==> src/rtl/adc_rd_pkg.sv <==
package adc_rd_pkg;
    localparam int DATA_W      = 12;
    localparam int LEAD_Z      = 2;
    localparam int FRAME_LONG  = 16;
    localparam int FRAME_SHORT = 14;
    localparam int CLK_CNT_W   = $clog2(FRAME_LONG + 1);

    // rising-edge numbers (1-based) bounding the data window
    localparam logic [CLK_CNT_W-1:0] FIRST_DATA_RISE = CLK_CNT_W'(LEAD_Z);
    localparam logic [CLK_CNT_W-1:0] LAST_DATA_RISE  = CLK_CNT_W'(LEAD_Z + DATA_W - 1);
    localparam logic [CLK_CNT_W-1:0] LAST_ZERO_RISE  = CLK_CNT_W'(FRAME_LONG - 1);

    typedef enum logic [2:0] {ST_IDLE, ST_SETUP, ST_LOW, ST_HIGH, ST_GAP} seq_st_e;
    typedef enum logic [1:0] {FK_CONV, FK_SLEEP, FK_WAKE} frame_kind_e;

    typedef struct packed {
        frame_kind_e            kind;
        logic [CLK_CNT_W-1:0]   nclk;
    } frame_cfg_t;

    function automatic frame_cfg_t pick_frame(input logic wake, input logic sleep,
                                              input logic long_f, input int sleep_clks);
        frame_cfg_t c;
        if (wake) begin
            c.kind = FK_WAKE;
            c.nclk = CLK_CNT_W'(FRAME_LONG);
        end else if (sleep) begin
            c.kind = FK_SLEEP;
            c.nclk = CLK_CNT_W'(sleep_clks);
        end else begin
            c.kind = FK_CONV;
            c.nclk = long_f ? CLK_CNT_W'(FRAME_LONG) : CLK_CNT_W'(FRAME_SHORT);
        end
        return c;
    endfunction
endpackage

==> src/rtl/adc_rd_timer.sv <==
module adc_rd_timer #(
    parameter int W = 5
) (
    input  logic         clk,
    input  logic         rst,
    input  logic         load,
    input  logic [W-1:0] load_val,
    output logic         expired
);
    logic [W-1:0] cnt;

    always_ff @(posedge clk) begin
        if (rst)            cnt <= '0;
        else if (load)      cnt <= load_val;
        else if (cnt != '0) cnt <= cnt - 1'b1;
    end

    assign expired = (cnt == '0);
endmodule

==> src/rtl/adc_rd_seq.sv <==
module adc_rd_seq
    import adc_rd_pkg::*;
#(
    parameter int DIV_W      = 4,
    parameter int SLEEP_CLKS = 4
) (
    input  logic                  clk,
    input  logic                  rst,
    input  logic                  start,
    input  logic                  sleep_req,
    input  logic                  wake_req,
    input  logic                  long_frame,
    input  logic [DIV_W-1:0]      div,
    input  logic                  tmr_done,
    output logic                  tmr_load,
    output logic [DIV_W:0]        tmr_val,
    output logic                  cs_n,
    output logic                  sck,
    output logic                  busy,
    output logic                  rise_stb,
    output logic [CLK_CNT_W-1:0]  rise_idx,
    output logic                  frame_end,
    output frame_kind_e           kind
);
    seq_st_e              state;
    frame_cfg_t           cfg;
    logic [DIV_W-1:0]     div_q;
    logic [CLK_CNT_W-1:0] rcnt;
    logic                 req;
    logic                 last_rise;

    assign req       = start | sleep_req | wake_req;
    assign last_rise = (rcnt == cfg.nclk);
    assign rise_stb  = (state == ST_LOW) && tmr_done;
    assign rise_idx  = rcnt + 1'b1;
    assign frame_end = (state == ST_HIGH) && tmr_done && last_rise;
    assign busy      = (state != ST_IDLE);
    assign kind      = cfg.kind;

    always_comb begin
        tmr_load = 1'b0;
        tmr_val  = {1'b0, div_q};
        unique case (state)
            ST_IDLE: begin
                tmr_load = req;
                tmr_val  = {1'b0, div};
            end
            ST_SETUP, ST_LOW: tmr_load = tmr_done;
            ST_HIGH: begin
                tmr_load = tmr_done;
                if (last_rise) tmr_val = {div_q, 1'b1};
            end
            default: tmr_load = 1'b0;
        endcase
    end

    always_ff @(posedge clk) begin
        if (rst) begin
            state <= ST_IDLE;
            cfg   <= '{kind: FK_CONV, nclk: '0};
            div_q <= '0;
            rcnt  <= '0;
            cs_n  <= 1'b1;
            sck   <= 1'b1;
        end else begin
            unique case (state)
                ST_IDLE: if (req) begin
                    cfg   <= pick_frame(wake_req, sleep_req, long_frame, SLEEP_CLKS);
                    div_q <= div;
                    rcnt  <= '0;
                    cs_n  <= 1'b0;
                    state <= ST_SETUP;
                end
                ST_SETUP: if (tmr_done) begin
                    sck   <= 1'b0;
                    state <= ST_LOW;
                end
                ST_LOW: if (tmr_done) begin
                    sck   <= 1'b1;
                    rcnt  <= rcnt + 1'b1;
                    state <= ST_HIGH;
                end
                ST_HIGH: if (tmr_done) begin
                    if (last_rise) begin
                        cs_n  <= 1'b1;
                        state <= ST_GAP;
                    end else begin
                        sck   <= 1'b0;
                        state <= ST_LOW;
                    end
                end
                ST_GAP: if (tmr_done) state <= ST_IDLE;
                default: state <= ST_IDLE;
            endcase
        end
    end

    assert_sck_rests_high_R2: assert property (@(posedge clk) disable iff (rst)
        cs_n |-> sck);
    assert_release_after_last_rise_R3: assert property (@(posedge clk) disable iff (rst)
        $rose(cs_n) |-> ($past(rcnt) == $past(cfg.nclk)) && $past(sck));
    assert_rise_bound_R3: assert property (@(posedge clk) disable iff (rst)
        (state == ST_HIGH) |-> (rcnt != '0) && (rcnt <= cfg.nclk));
    assert_sleep_length_R6: assert property (@(posedge clk) disable iff (rst)
        ($rose(cs_n) && cfg.kind == FK_SLEEP) |-> (rcnt == CLK_CNT_W'(SLEEP_CLKS)));
    assert_gap_quiet_R9: assert property (@(posedge clk) disable iff (rst)
        (state == ST_GAP) |-> cs_n && sck);
    assert_busy_covers_cs_R11: assert property (@(posedge clk) disable iff (rst)
        !cs_n |-> busy);
endmodule

==> src/rtl/adc_rd_capture.sv <==
module adc_rd_capture
    import adc_rd_pkg::*;
(
    input  logic                 clk,
    input  logic                 rst,
    input  logic                 rise_stb,
    input  logic [CLK_CNT_W-1:0] rise_idx,
    input  logic                 sdo,
    input  logic                 frame_end,
    input  frame_kind_e          kind,
    output logic [DATA_W-1:0]    result,
    output logic                 valid,
    output logic                 err
);
    logic [DATA_W-1:0] shreg;
    logic              bad;
    logic              in_data;

    assign in_data = (rise_idx >= FIRST_DATA_RISE) && (rise_idx <= LAST_DATA_RISE);

    always_ff @(posedge clk) begin
        if (rst) begin
            shreg  <= '0;
            bad    <= 1'b0;
            result <= '0;
            valid  <= 1'b0;
            err    <= 1'b0;
        end else begin
            valid <= 1'b0;
            err   <= 1'b0;
            if (rise_stb) begin
                if (in_data)                                shreg <= {shreg[DATA_W-2:0], sdo};
                else if (sdo && rise_idx <= LAST_ZERO_RISE) bad   <= 1'b1;
            end
            if (frame_end) begin
                bad   <= 1'b0;
                valid <= (kind == FK_CONV);
                err   <= (kind != FK_SLEEP) && bad;
                if (kind == FK_CONV) result <= shreg;
            end
        end
    end

    assert_valid_only_conv_R7: assert property (@(posedge clk) disable iff (rst)
        valid |-> $past(kind == FK_CONV) && $past(frame_end));
    assert_valid_single_R5: assert property (@(posedge clk) disable iff (rst)
        valid |=> !valid);
    assert_no_err_on_sleep_R8: assert property (@(posedge clk) disable iff (rst)
        err |-> $past(kind != FK_SLEEP));
endmodule

==> src/rtl/adc_rd_ctrl.sv <==
module adc_rd_ctrl
    import adc_rd_pkg::*;
#(
    parameter int DIV_W      = 4,
    parameter int SLEEP_CLKS = 4
) (
    input  logic              clk,
    input  logic              rst,
    input  logic              start_i,
    input  logic              sleep_i,
    input  logic              wake_i,
    input  logic              long_frame_i,
    input  logic [DIV_W-1:0]  div_i,
    input  logic              sdo_i,
    output logic              cs_n_o,
    output logic              sck_o,
    output logic [DATA_W-1:0] result_o,
    output logic              valid_o,
    output logic              err_o,
    output logic              busy_o
);
    logic                 tmr_load, tmr_done, rise_stb, frame_end;
    logic [DIV_W:0]       tmr_val;
    logic [CLK_CNT_W-1:0] rise_idx;
    frame_kind_e          kind;

    adc_rd_timer #(.W(DIV_W + 1)) u_timer (
        .clk(clk), .rst(rst), .load(tmr_load), .load_val(tmr_val), .expired(tmr_done)
    );

    adc_rd_seq #(.DIV_W(DIV_W), .SLEEP_CLKS(SLEEP_CLKS)) u_seq (
        .clk(clk), .rst(rst), .start(start_i), .sleep_req(sleep_i), .wake_req(wake_i),
        .long_frame(long_frame_i), .div(div_i), .tmr_done(tmr_done),
        .tmr_load(tmr_load), .tmr_val(tmr_val), .cs_n(cs_n_o), .sck(sck_o),
        .busy(busy_o), .rise_stb(rise_stb), .rise_idx(rise_idx),
        .frame_end(frame_end), .kind(kind)
    );

    adc_rd_capture u_cap (
        .clk(clk), .rst(rst), .rise_stb(rise_stb), .rise_idx(rise_idx), .sdo(sdo_i),
        .frame_end(frame_end), .kind(kind), .result(result_o), .valid(valid_o), .err(err_o)
    );
endmodule

==> config.mk <==
export PLATFORM = sky130hd
export DESIGN_NAME = adc_rd_ctrl
export DESIGN_NICKNAME = d
export VERILOG_FILES = /design/src/rtl/adc_rd_pkg.sv /design/src/rtl/adc_rd_timer.sv /design/src/rtl/adc_rd_seq.sv /design/src/rtl/adc_rd_capture.sv /design/src/rtl/adc_rd_ctrl.sv
export SDC_FILE = /design/constraint.sdc
export NUM_CORES = 1
export LEC_CHECK = 0
export BUFFER_PORTS_ARGS = -buffer_cell sky130_fd_sc_hd__buf_2
export CORE_UTILIZATION = 40
export CTS_CLUSTER_SIZE = 30
export DETAILED_ROUTE_END_ITERATION = 8
export SETUP_SLACK_MARGIN = 0.1
export SLEW_MARGIN = 40
export SYNTH_ARGS = -nofsm -noshare
export SYNTH_HDL_FRONTEND = slang
export SYNTH_SLANG_ARGS = --single-unit
==> constraint.sdc <==
create_clock -name clk -period 3.3 [get_ports clk]
set_clock_uncertainty 0.1 [all_clocks]
set_input_delay 0.825 -clock clk [delete_from_list [all_inputs] [get_ports clk]]
set_output_delay 0.825 -clock clk [all_outputs]
set_load 0.02 [all_outputs]
==> flow_summary.yaml <==
detailed_routing:
  ant_nets: 0
  vias: 1977
  drt-initial-drc-count: 110
  drt_wl_total_um: 5010
  routedWlPerCell_um: 13.2
  routed_via_density: 5.22
  route.detailed.drc: 0
  first_pass_iters: 4
die:
  die_h_um: 80.5
  fp-row-count: 28
  dieArea_um2: 6480
  die_w_um: 80.5
  start_util: 0.416
  ios: 28
  core_area_um2: 5920
sta:
  hold_viol_final: 0
  drv_slew: 0
  min_period_ns: 2.63
  worst_pin_slew_ns: 0.716
  setup_viol: 0
  rsz0062_at_grt: "no"
  slew_headroom: 0.522
  fmax_mhz: 380
  setup_tns_ns: 0
  finalCritPeriodShare: 0.798
power_and_ir_drop:
  power.leakage_nw: 1.01
  p_total_mw: 1.69
  powerDensity_nw_per_um2: 617
  ir_worst_vdd_uv: 266
clocking:
  htree_num_levels: 2
  clk_latency_ns: 0.30
  cts_sinks: 51
  clk_pin_slew_ns: 0.09
  cts_made_buffers: 5
  cts_tree: "built"
  hold_buffers: 0
  clockBufferDepth: 2
  cts_setup_buffers: 0
  root_buffer: "clkbuf_8"
  cts-resized-gates: 0
synthesis:
  muxShareOfSynthArea: 0.102
  ys_ff_latch: 51
  synth-simple-area-share: 0.268
  synth_edf_count: 0
  synth_top_family_by_area: "simple AND/OR/NAND/NOR gates"
  syn_avg_cell_area_um2: 8.83
  synth.distinct_cells: 46
  ys_seq_area_frac: 0.414
  synth_compound_gate_area_share: 0.117
  syn_nets: 296
  synth_fa_ha_area_frac: 0.0305
  ys_warn_count: 0
  synthCells: 279
  ys.flop_type: "dfxtp_1"
  syn_area_um2: 2460
  ys_async_sr_fraction: 0
  synth_xor_xnor_area_share: 0.0249
worst_setup_path:
  crit_chain: "nor3_1, inv_1, buf_2"
  cp.required_ns: 2.37
  crit_type: "flip-flop to primary output"
  crit_path_end_kind: "primary output"
  crit_fanout: 11
  crit_path_start_kind: "flip-flop"
  critPathArrivalTime_ns: 1.71
  max_stage_delay_ns: 0.53
  critPathSlowestCell: "nor3_1"
cells_and_area:
  nets: 320
  instances_no_fill: 379
  drive_gt1_frac: 0.168
  area_growth_pct: 11.5
  final_core_util: 0.464
  stdcell_area_um2: 2750
  antenna-diode-count: 0
  fill_cells: 593
grt:
  track_usage: 0.170
  antenna_found_initial: 0
  grt_pass1_vias: 1846
  grt_overflow_total: 0
  grt_pass1_wl_um: 8600
  grt_start_max_net_pins: 45
flow_run:
  maxCapViolCount: 0
run_status:
  status: "finished, final reports clean"
place:
  placed_cell_area_um2: 2660
  placed_cells: 371
  portBuffers: 27
  place_congestion: 0.767
  dp_hpwl_um: 3530
worst_hold_path:
  hold_path_class: "flip-flop to flip-flop"
==> worst paths after layout <==
kind	slack, ns	end	startpoint	cells after the start
max	0.67	busy_o	u_seq.state[0]	3
min	0.37	u_seq.sck	u_seq.sck	2
max reg2reg	0.76	u_cap.shreg[5]	u_timer.cnt[0]	7
min reg2reg	0.37	u_seq.sck	u_seq.sck	2
==> cells by family after synthesis <==
| logic type | after synthesis |
|---|---|
| muxes | 25 |
| DFF | 51 |
| buffers and inverters | 23 |
| adders and majority gates | 6 |
| xor gates and xnor gates | 7 |
| and+or+nand+nor | 120 |
| AOI/OAI and AO/OA | 47 |
==> power breakdown <==
part           switching [mW]  leakage, nW  total (mW)  internal, mW
Clock                   0.209       0.0418       0.362         0.153
Sequential             0.0808        0.415       0.763         0.682
Combinational           0.339        0.556       0.570         0.230
==> stage by stage <==
step	hold slack [ns]	setup slack [ns]
finish	0.368	0.666
global route	0.395	0.439
global placement	0.350	0.821
CTS	0.373	0.679
floorplan	0.346	0.873
detailed placement	0.360	0.774
==> sequential cells by signal, summed over array words and instances, names as in the netlist, 2 cells and up <==
name,flops
u_seq.kind,2
u_timer.cnt,5
u_seq.cfg,3
u_cap.shreg,12
u_seq.state,3
u_seq.div_q,4
u_cap.result,12
u_seq.rcnt,5
==> cell usage after synthesis (6+ instances only) <==
cell / number / area share
a21oi_1: 20 / 0.041
clkbuf_1: 11 / 0.017
dfxtp_1: 51 / 0.41
ha_1: 6 / 0.030
inv_1: 7 / 0.011
mux2i_1: 24 / 0.098
nand2_1: 26 / 0.040
nand2b_1: 15 / 0.038
nor2_1: 33 / 0.050
nor3_1: 12 / 0.024
o21ai_0: 7 / 0.014
==> metal layers <==
layer / global-route usage / wire (um)
met5: 0 / 0
met3: 0.0341 / 202
met1: 0.233 / 2550
met4: 0.0482 / 44
met2: 0.267 / 2210
==> worst max-delay path, delay by kind of cell, from the launching register on <==
family        cells  cell delay, ns
buf+inv           2            0.45
flops             1            0.43
simple gates      1            0.53
==> layout by cell type, fill, tap and decap left out, types with 2 or more instances in the layout <==
master     Yosys  layout
xnor2_1        4       4
a2111oi_0      2       2
a21oi_1       20      20
a311oi_1       2       2
nand2b_1      15      15
nand3_1        2       2
nor3_1        12      12
o21ai_1        2       2
or4b_4         2       2
nand2_1       26      26
or2_2          3       3
and3_1         2       2
inv_1          7       7
ha_1           6       6
a211oi_1       2       2
nor2b_1        3       3
nand3b_1       4       4
or3_1          3       3
nand4_1        3       3
nor4_1         2       2
clkbuf_8       0       5
buf_2          1      27
o32ai_1        2       2
buf_4          1       6
dfxtp_1       51      51
nor4_4         2       2
mux2i_1       24      24
xor2_1         3       3
a22oi_1        4       4
nor2_1        33      33
o21ai_0        7       7
or4_1          3       3
==> final cells by class <==
type	count	area (um^2)	area share
inverter	7	26.3	0.00957
clock inverter	2	16.3	0.00592
tap	75	93.8	0.0342
multi-input combinational	205	1340	0.487
timing repair buffer	33	180	0.0656
sequential	51	1020	0.372
clock buffer	6	72.6	0.0264
No activity file was read; power rests on OpenSTA's default activity.
